## src/rtl/zcv_pkg.sv

```systemverilog
package zcv_pkg;
  typedef enum logic [1:0] {
    MODE_MAN  = 2'd0,
    MODE_WAIT = 2'd1,
    MODE_RUN  = 2'd2
  } zcv_mode_e;
endpackage

```

## src/rtl/zcv_write_filter.sv

```systemverilog
module zcv_write_filter #(
  parameter int          GAIN_W   = 8,
  parameter logic [7:0]  DEF_GAIN = 8'hE1
) (
  input  logic              clk_i,
  input  logic              rst_ni,
  input  logic              wr_en_i,
  input  logic [GAIN_W-1:0] wr_data_i,
  input  logic              block_i,
  output logic [GAIN_W-1:0] vol_o,
  output logic              accept_o
);
  logic [GAIN_W-1:0] vol_q;

  // repeated code and writes during ALC are both dropped
  assign accept_o = wr_en_i && !block_i && (wr_data_i != vol_q);
  assign vol_o    = vol_q;

  always_ff @(posedge clk_i or negedge rst_ni) begin
    if (!rst_ni)       vol_q <= GAIN_W'(DEF_GAIN);
    else if (accept_o) vol_q <= wr_data_i;
  end
endmodule

```

## src/rtl/zcv_timeout_cnt.sv

```systemverilog
module zcv_timeout_cnt #(
  parameter int TMO_BASE = 16,
  parameter int SEL_W    = 2
) (
  input  logic             clk_i,
  input  logic             rst_ni,
  input  logic             restart_i,
  input  logic             sample_i,
  input  logic [SEL_W-1:0] sel_i,
  output logic             expire_o
);
  localparam int NUM_TMO = 1 << SEL_W;
  localparam int MAX_LIM = TMO_BASE << (NUM_TMO - 1);
  localparam int CNT_W   = $clog2(MAX_LIM + 1);

  logic [CNT_W-1:0] lim_tab [NUM_TMO];
  logic [CNT_W-1:0] cnt_q;

  for (genvar g = 0; g < NUM_TMO; g++) begin : g_lim
    assign lim_tab[g] = CNT_W'((TMO_BASE << g) - 1);
  end

  // >= keeps a shortened select from being stranded above its limit
  assign expire_o = sample_i && (cnt_q >= lim_tab[sel_i]);

  always_ff @(posedge clk_i or negedge rst_ni) begin
    if (!rst_ni)        cnt_q <= '0;
    else if (restart_i) cnt_q <= '0;
    else if (sample_i)  cnt_q <= expire_o ? '0 : cnt_q + 1'b1;
  end
endmodule

```

## src/rtl/zcv_gain_ctrl.sv

```systemverilog
module zcv_gain_ctrl
  import zcv_pkg::*;
#(
  parameter int          GAIN_W   = 8,
  parameter logic [7:0]  DEF_GAIN = 8'hE1
) (
  input  logic              clk_i,
  input  logic              rst_ni,
  input  logic              alc_en_i,
  input  logic              accept_i,
  input  logic              fire_i,
  input  logic [GAIN_W-1:0] vol_i,
  input  logic [GAIN_W-1:0] alc_gain_i,
  output logic              restart_o,
  output logic              pend_o,
  output zcv_mode_e         mode_o,
  output logic [GAIN_W-1:0] gain_o
);
  zcv_mode_e         mode_q, mode_d;
  logic              pend_q, pend_d;
  logic [GAIN_W-1:0] gain_q, gain_d;
  logic              alc_edge;

  assign alc_edge  = (mode_q == MODE_MAN) ? alc_en_i : !alc_en_i;
  assign restart_o = accept_i || alc_edge;

  always_comb begin
    mode_d = mode_q;
    pend_d = pend_q;
    gain_d = gain_q;
    unique case (mode_q)
      MODE_MAN: begin
        if (alc_en_i) begin
          mode_d = MODE_WAIT;
          pend_d = 1'b0;
        end else if (accept_i) begin
          pend_d = 1'b1;
        end else if (pend_q && fire_i) begin
          gain_d = vol_i;
          pend_d = 1'b0;
        end
      end
      MODE_WAIT: begin
        if (!alc_en_i) begin
          mode_d = MODE_MAN;
          pend_d = 1'b1;
        end else if (fire_i) begin
          mode_d = MODE_RUN;
          gain_d = alc_gain_i;
        end
      end
      MODE_RUN: begin
        if (!alc_en_i) begin
          mode_d = MODE_MAN;
          pend_d = 1'b1;
        end else begin
          gain_d = alc_gain_i;
        end
      end
      default: mode_d = MODE_MAN;
    endcase
  end

  always_ff @(posedge clk_i or negedge rst_ni) begin
    if (!rst_ni) begin
      mode_q <= MODE_MAN;
      pend_q <= 1'b0;
      gain_q <= GAIN_W'(DEF_GAIN);
    end else begin
      mode_q <= mode_d;
      pend_q <= pend_d;
      gain_q <= gain_d;
    end
  end

  assign pend_o = pend_q;
  assign mode_o = mode_q;
  assign gain_o = gain_q;
endmodule

```

## src/rtl/zc_vol_updater.sv

```systemverilog
module zc_vol_updater
  import zcv_pkg::*;
#(
  parameter int          GAIN_W   = 8,
  parameter int          SEL_W    = 2,
  parameter int          TMO_BASE = 16,
  parameter logic [7:0]  DEF_GAIN = 8'hE1
) (
  input  logic              clk_i,
  input  logic              rst_ni,
  input  logic              wr_en_i,
  input  logic [GAIN_W-1:0] wr_data_i,
  input  logic              sample_i,
  input  logic              zc_i,
  input  logic [SEL_W-1:0]  tmo_sel_i,
  input  logic              alc_en_i,
  input  logic [GAIN_W-1:0] alc_gain_i,
  output logic [GAIN_W-1:0] gain_o
);
  logic [GAIN_W-1:0] vol_q;
  logic              accept, restart, expire, fire, pend_q;
  zcv_mode_e         mode_q;

  zcv_write_filter #(.GAIN_W(GAIN_W), .DEF_GAIN(DEF_GAIN)) u_wr (
    .clk_i    (clk_i),
    .rst_ni   (rst_ni),
    .wr_en_i  (wr_en_i),
    .wr_data_i(wr_data_i),
    .block_i  (alc_en_i),
    .vol_o    (vol_q),
    .accept_o (accept)
  );

  zcv_timeout_cnt #(.TMO_BASE(TMO_BASE), .SEL_W(SEL_W)) u_tmo (
    .clk_i    (clk_i),
    .rst_ni   (rst_ni),
    .restart_i(restart),
    .sample_i (sample_i),
    .sel_i    (tmo_sel_i),
    .expire_o (expire)
  );

  assign fire = sample_i && (zc_i || expire);

  zcv_gain_ctrl #(.GAIN_W(GAIN_W), .DEF_GAIN(DEF_GAIN)) u_ctrl (
    .clk_i     (clk_i),
    .rst_ni    (rst_ni),
    .alc_en_i  (alc_en_i),
    .accept_i  (accept),
    .fire_i    (fire),
    .vol_i     (vol_q),
    .alc_gain_i(alc_gain_i),
    .restart_o (restart),
    .pend_o    (pend_q),
    .mode_o    (mode_q),
    .gain_o    (gain_o)
  );
endmodule

```

## config.mk

```make
export PLATFORM = sky130hd
export DESIGN_NAME = zc_vol_updater
export DESIGN_NICKNAME = d
export VERILOG_FILES = /design/src/rtl/zcv_pkg.sv /design/src/rtl/zcv_write_filter.sv /design/src/rtl/zcv_timeout_cnt.sv /design/src/rtl/zcv_gain_ctrl.sv /design/src/rtl/zc_vol_updater.sv
export SDC_FILE = /design/constraint.sdc
export NUM_CORES = 1
export LEC_CHECK = 0
export BUFFER_PORTS_ARGS = -buffer_cell sky130_fd_sc_hd__buf_2
export CAP_MARGIN = 15
export CORE_ASPECT_RATIO = 0.8
export CORE_MARGIN = 1
export CORE_UTILIZATION = 35
export DETAILED_ROUTE_END_ITERATION = 10
export GPL_ROUTABILITY_DRIVEN = 1
export GPL_TIMING_DRIVEN = 0
export SKIP_CTS_REPAIR_TIMING = 1
export SKIP_LAST_GASP = 1
export SLEW_MARGIN = 5
export SYNTH_ARGS = -nofsm -noshare
export SYNTH_HDL_FRONTEND = slang
export SYNTH_SLANG_ARGS = --single-unit
```

## constraint.sdc

```tcl
create_clock -name clk_i -period 2.04 [get_ports clk_i]
set_input_delay 0.102 -clock clk_i [delete_from_list [all_inputs] [get_ports clk_i]]
set_output_delay 0.102 -clock clk_i [all_outputs]
set_load 0.01 [all_outputs]
```

==> summary.md, run 1 <==
| Metric | Value |
|---|---|
| Clk sink count | 27 |
| Fraction of layout cells with a size suffix above 1 | between 20% and 30% |
| Total power | 2.47 mW |
| Worst reg-to-reg path cell count | 8 |
| Congestion Overflow GR | 0 |
| H-tree levels | 1 |
| Worst endpoint required time | 2.26 ns |
| Largest net degree at the start of global routing | 28 |
| Critical path type | flop to flop |
| Upper clock frequency limit | 0.448 GHz |
| First-pass GRT wire length | 7450 um |
| Remaining DRCs | 0 |
| Critical Path AT | 2.45 ns |
| Seq pwr share | 33.4% |
| P&R area growth vs syn | 21.9% |
| Critical Path Source Type | flop |
| CP peak stage delay | 0.47 ns |
| Number of synthesized flops with an enable pin | 0 |
| Routed via count | between 1500 and 2000 |
| Power density cells | 1070 mW/mm^2 |
| Final critical-path required period | 2.23 ns |
| Share of the synthesized area in the top cell type | 25.1% |
| Worst reg2reg endpoint | u_ctrl.gain_o[5]$_DFFE_PN1P_ |
| Leak | ~1.0 nW |
| Initial DRT Pass Iterations | 4 |
| Diodes inserted | 0 |
| Max-cap check violation count | 0 |
| Sequential cell area fraction in the yosys report | 36.2% |
| Filler Cell Count | 525 |
| Antenna viol nets, final | 0 |
| Die W | 84.3 um |
| Combinational share of power | 53.0% |
| Drt wl/cell | 14.8 um |
| Area contributors post-synth | dfrtp_1 25%, dfstp_2 11%, mux2i_1 9.0% |
| Post-Synthesis Cell Area | roughly 0.0019 mm^2 |
| Clk slew on worst S/H paths | 0.11 ns |
| Initial Util | 37.0% |
| Slew @ Worst Pin | 0.620 ns |
| Initial antenna violation count | 0 |
| Number of global-route vias before repair | 1548 |
| Via-per-instance ratio | 5.35 |
| List of most frequent post-synthesis cells | 29 x nand2_1, 19 x dfrtp_1, 17 x mux2i_1, 14 x nor2_1 |
| Pre-CTS setup slack | -0.212 ns |
| Placed cells | slightly below 300 |
| Fin Setup TNS | -1.34 ns |
| FF-to-FF setup slack | -0.19 ns |
| Final period utilization | 109% |
| CTS tree | built |
| CTS Buf Count | 3 |
| CTS root buffer | clkbuf_8 |
| Max-slew headroom | 58.7% |
| CP startpoint | u_tmo.cnt_q[6]$_DFFE_PN0P_ |
| Worst Hold Class | input port to flop |
| Clk pwr share | 13.6% |
| Max Slew Vio Count | 0 |
| Syn Area/Cell | 9.29 um^2 |
| Drt total wl | 4610 um |
| Status | complete, but fails checks |
| Final hold viol count | 0 |
| Bufs on Longest Clock Path | 2 |
| Post-Synthesis Cells | 204 |
| Core area | 0.00512 mm^2 |
| Failing checks | negative setup slack |
| Yosys reg bits | 27 |
| Gpl congestion | approximately 0.82 |
| Worst R2R Start | u_tmo.cnt_q[6]$_DFFE_PN0P_ |
| Initial DRC count | ~110 |
| Setup repair after global routing missed its margin | yes |
| Die height | around 68 um |
| Boundary Pins | 32 |
| Post-synthesis async set-or-reset flop share | 100% |
| Critical-path maximum fanout | 5 |
| DIE AREA | ~0.0057 mm^2 |
| Most common cell in the netlist | nand2_1 |
| Sw power | 1.01 mW |
| Final Setup Violations | 11 |
| Yosys top cell by area | dfrtp_1 |
| Worst-Skew Late Latency | approximately 0.28 ns |
| Clock skew | 0.00640 ns |
| Num rows | 23 |
| DP HPWL | 3300 um |
| Nets | approximately 280 |
| CP max stage cell | dfrtp_2 |
| Crit path to | u_ctrl.gain_o[5]$_DFFE_PN1P_ |
| Cell Int Power | approximately 1.5 mW |
| Yosys Warn Count | 0 |
| Setup crit end kind | flop |
| Layout Cells excl Fill | 311 |
| Setup ws final | -0.193 ns |
| Main flop type after synthesis | dfrtp_1 |
| Sw Ratio | between 40% and 50% |
| # port buffers | 30 |
| VDD IR-drop max | about 0.44 mV |
| GRT Overall Usage | 16.6% |
| Synth unique cells | 45 |
| Mapped Nets | about 240 |
| Final core utilization | 45.1% |
| Crit path cell chain | ha_4 > nand4b_1 > or2_4 > a311oi_4 > buf_4 > buf_6 > and4bb_1 > nand3b_1 |
power by group through the flow:
stage / sequential (mW) / clock (mW) / combinational (mW)
after floorplan: 0.846 / 0 / 0.878
after global placement: 0.827 / 0 / 1.19
after detailed placement: 0.834 / 0 / 1.21
after CTS: 0.825 / 0.346 / 1.21
after global routing: 0.847 / 0.365 / 1.45
final: 0.824 / 0.336 / 1.31
worst min path at each step:
| stage | cells after the start | endpoint | from |
|---|---|---|---|
| 5_1_grt | 3 | u_wr.vol_o[7]$_DFFE_PN1P_ | wr_data_i[7] |
| 3_5_place_dp | 1 | u_wr.vol_o[2]$_DFFE_PN0P_ | rst_ni |
| 4_1_cts | 1 | u_wr.vol_o[2]$_DFFE_PN0P_ | rst_ni |
| 2_1_floorplan | 0 | u_ctrl.gain_o[1]$_DFFE_PN0P_ | rst_ni |
| 6_report | 3 | u_wr.vol_o[7]$_DFFE_PN1P_ | wr_data_i[7] |
| 3_3_place_gp | 1 | u_wr.vol_o[2]$_DFFE_PN0P_ | rst_ni |
logic make-up (layout without fill, tap and decap cells):
group	count (synthesis)	in the layout	share of synthesized area [%]
fa+ha+maj	9	9	5.94
simple gates	87	87	25.7
compound gates	37	37	14.8
xor+xnor	8	8	3.70
mux	18	18	9.57
flops	27	27	36.2
buf+inv	18	63	4.09
metrics by stage:
step,cell area (um^2),hold slack (ns)
after CTS,2170,-0.164
after global placement,2120,0.155
after floorplan,1900,-0.194
final,2310,0.0110
after detailed placement,2120,0.156
after global routing,2310,0.00175
per-layer routing:
metal | wire length [um] | GRT usage [%] | part of all wire (%)
met2 | 2070 | 27.2 | 45
met1 | 2300 | 23.7 | 50
met3 | 218 | 2.77 | 4.7
met4 | 29 | 2.80 | 0.63
met5 | 0 | 0 | 0
worst max-delay path, delay by kind of cell, from the launching register on:
family / cells / cell delay (ns)
flip-flops: 1 / 0.47
buffers and inverters: 2 / 0.31
AND/OR/NAND/NOR: 4 / 0.77
adder cells (fa/ha/maj): 1 / 0.28
AO/OA/AOI/OAI: 1 / 0.35
final cells by class:
type	count	area, um^2	area share, %
Multi-Input combinational cell	159	1170	50.7
Clock inverter	1	8.76	0.379
Tap cell	62	77.6	3.36
Sequential cell	27	688	29.8
Buffer	11	57.6	2.49
Clock buffer	3	41.3	1.79
Timing Repair Buffer	41	239	10.3
Inverter	7	26.3	1.14
flip-flops by register name, summed over array words and instances (netlist names):
name,cells
u_ctrl.gain_o,8
u_tmo.cnt_q,8
u_ctrl.mode_o,2
u_wr.vol_o,8
u_ctrl.pend_o,1
cell usage in the layout (no fill, tap or decap), types with 3 or more instances in the layout:
| master | instances |
|---|---|
| a21oi_1 | 6 |
| buf_2 | 30 |
| buf_4 | 10 |
| clkbuf_1 | 7 |
| clkbuf_8 | 3 |
| dfrtp_1 | 17 |
| dfstp_2 | 8 |
| ha_1 | 8 |
| inv_1 | 7 |
| mux2i_1 | 17 |
| nand2_1 | 29 |
| nand2b_1 | 3 |
| nand3_1 | 3 |
| nand3b_1 | 8 |
| nand4_1 | 3 |
| nand4b_1 | 3 |
| nor2_1 | 14 |
| nor3_1 | 6 |
| nor4bb_1 | 3 |
| nor4bb_2 | 3 |
| o21ai_0 | 5 |
| o311ai_1 | 9 |
| xnor2_1 | 8 |
No activity file was read; power rests on OpenSTA's default activity.
==> run 2, diff against run 1 <==
- CORE_MARGIN: 1 -> 2
- SLEW_MARGIN: 5 -> 15
==> summary.md, run 2 (synthesized netlist as in run 1, its figures left out) <==
| Metric | Value |
|---|---|
| Status | complete, but fails checks |
| Failing checks | negative setup slack |
| Placed cells | 296 (unchanged) |
| # port buffers | 30 (unchanged) |
| Max-cap check violation count | 0 (unchanged) |
| Hold path depth | 3 (unchanged) |
| Largest net degree at the start of global routing | 28 (unchanged) |
| Crit path cell chain | ha_4 > nand4b_1 > or2_4 > a311oi_4 > buf_4 > mux2i_1 > nand3b_1 |
| Initial DRC count | 96 (-15%) |
| Initial DRT Pass Iterations | 4 (unchanged) |
| Congestion Overflow GR | 0 (unchanged) |
| CP bufs+invs | 1 (-1) |
| Drt wl/cell | 15.8 um (+6.2%) |
| Final period utilization | 109% (-0.38 points) |
| Bufs on Longest Clock Path | 2 (unchanged) |
| Diodes inserted | 0 (unchanged) |
| Remaining DRCs | 0 (unchanged) |
| Drt total wl | 4880 um (+5.8%) |
| H-tree levels | 1 (unchanged) |
| Worst endpoint required time | 2.21 ns (-0.05 ns) |
| Met2 track demand over resource | 24.5% (-2.6 points) |
| Most frequent cells in the layout | 30 x buf_2, 29 x nand2_1, 17 x mux2i_1 |
| Most Used Layer, Global Route | met2 |
| Crit path max-delay family | simple AND/OR/NAND/NOR gates |
| Antenna viol nets, final | 0 (unchanged) |
| Worst Hold Class | input port to flop |
| Critical Path Source Type | flop |
| CTS tree | built |
| Slew @ Worst Pin | 0.628 ns (+0.00827 ns) |
| Die W | 86.3 um (+2.4%) |
| CP max stage cell | dfrtp_2 |
| Gpl congestion | 0.773 (-6.2%) |
| Power density cells | 1050 mW/mm^2 (-1.9%) |
| DP HPWL | 3480 um (+5.7%) |
| GRT Overall Usage | 16.0% (-0.64 points) |
| VDD IR-drop max | 0.401 mV (-9.8%) |
| Number of global-route vias before repair | 1571 (+1.5%) |
| Worst reg-to-reg path cell count | 7 (-1) |
| CP peak stage delay | 0.46 ns (about the same) |
| Boundary Pins | 32 (unchanged) |
| Upper clock frequency limit | 0.449 GHz (+0.35%) |
| Layout Cells excl Fill | 310 (-0.32%) |
| P&R area growth vs syn | 24.2% |
| CTS root buffer | clkbuf_8 |
| Core area | 0.00512 mm^2 (unchanged) |
| Fin area | 0.00235 mm^2 (+1.8%) |
| Critical path depth in cells | 7 (-1) |
| Fraction of layout cells with a size suffix above 1 | 28.6% (+1.3 points) |
| Met1 Resource Use GR | 23.3% (-0.37 points) |
| Initial Util | 37.0% (unchanged) |
| Critical path type | flop to flop |
| Critical Path AT | 2.40 ns (-0.05 ns) |
| Final hold viol count | 0 (unchanged) |
| Max-slew headroom | 58.1% (-0.55 points) |
| Worst-Skew Late Latency | 0.29 ns (about the same) |
| Clock skew | 0.00850 ns (+0.00210 ns) |
| Setup crit end kind | flop |
| Setup repair after global routing missed its margin | yes |
| Routed via count | 1662 (-0.12%) |
| Leak | 1.02 nW (+0.15%) |
| Max Slew Vio Count | 0 (unchanged) |
| DIE AREA | 0.00602 mm^2 (+5.4%) |
| CTS Buf Count | 3 (unchanged) |
| Via-per-instance ratio | 5.36 (+0.20%) |
| Clk slew on worst S/H paths | 0.11 ns (about the same) |
| Final critical-path required period | 2.22 ns (-0.00782 ns) |
| Critical-path maximum fanout | 5 (unchanged) |
| Final Setup Violations | 8 (-3) |
| DP Area | 0.00212 mm^2 (unchanged) |
| Nets | 282 (-0.35%) |
| Initial antenna violation count | 0 (unchanged) |
| GRT met3 Usage | 2.50% (-0.27 points) |
| Die height | 69.8 um (+2.9%) |
| Num rows | 23 (unchanged) |
| First-pass GRT wire length | 7690 um (+3.2%) |
| Clk sink count | 27 (unchanged) |
| Most common cell after layout, fill and taps aside | buf_2 |
| Setup ws final | -0.185 ns (+0.00782 ns) |
## run 2: metal layers
layer | share of wire (%) | up-vias
met3 | 3.0 | 4
met5 | 0 | -
met4 | 1.1 | 0
li1 | - | 838
met1 | 50 | 796
met2 | 46 | 24
## run 2: metrics by stage
stage	total power [mW]	setup TNS [ns]	setup slack, ns	util (%)	hold slack [ns]
after detailed placement	2.06	-2.24	-0.239	41.5	0.163
after CTS	2.39	-2.53	-0.263	42.4	-0.155
after floorplan	1.72	0	0.0249	-	-0.194
after global routing	2.67	-2.85	-0.328	45.9	0.0220
final	2.47	-1.27	-0.185	45.9	0.0181
after global placement	2.02	-1.80	-0.190	41.5	0.150
## run 2: layout make-up
cell class                 count  area [um^2]
sequential                    27          689
fill                         509         2770
clock buffer                   3         41.3
tap                           62         77.6
multi-input combinational    159         1220
clock inverter                 1         7.51
buffer                        10         53.8
inverter                       7         26.3
timing repair buffer          41          239
## run 2: final timing paths
kind | end | slack (ns) | start
max | u_ctrl.gain_o[2]$_DFFE_PN0P_ | -0.18 | u_tmo.cnt_q[6]$_DFFE_PN0P_
min | u_wr.vol_o[0]$_DFFE_PN1P_ | 0.02 | wr_data_i[0]
min in group asynchronous | u_tmo.cnt_q[3]$_DFFE_PN0P_ | 0.38 | rst_ni
min reg2reg | u_wr.vol_o[0]$_DFFE_PN1P_ | 0.49 | u_wr.vol_o[0]$_DFFE_PN1P_
max in group asynchronous | u_tmo.cnt_q[5]$_DFFE_PN0P_ | 1.22 | rst_ni
max reg2reg | u_ctrl.gain_o[2]$_DFFE_PN0P_ | -0.18 | u_tmo.cnt_q[6]$_DFFE_PN0P_
## run 2: where the power goes
group          internal, mW  switching, mW  leakage (nW)
clock                 0.139          0.190        0.0217
sequential            0.710          0.110         0.320
combinational         0.607          0.713         0.681
total                  1.46           1.01          1.02
## run 2: worst reg2reg max path, delay by kind of cell (launching register included)
family,cells,cell delay [ns]
buffers and inverters,1,0.23
and+or+nand+nor,3,0.56
DFF,1,0.46
AOI/OAI and AO/OA,1,0.40
muxes,1,0.18
adders and majority gates,1,0.29
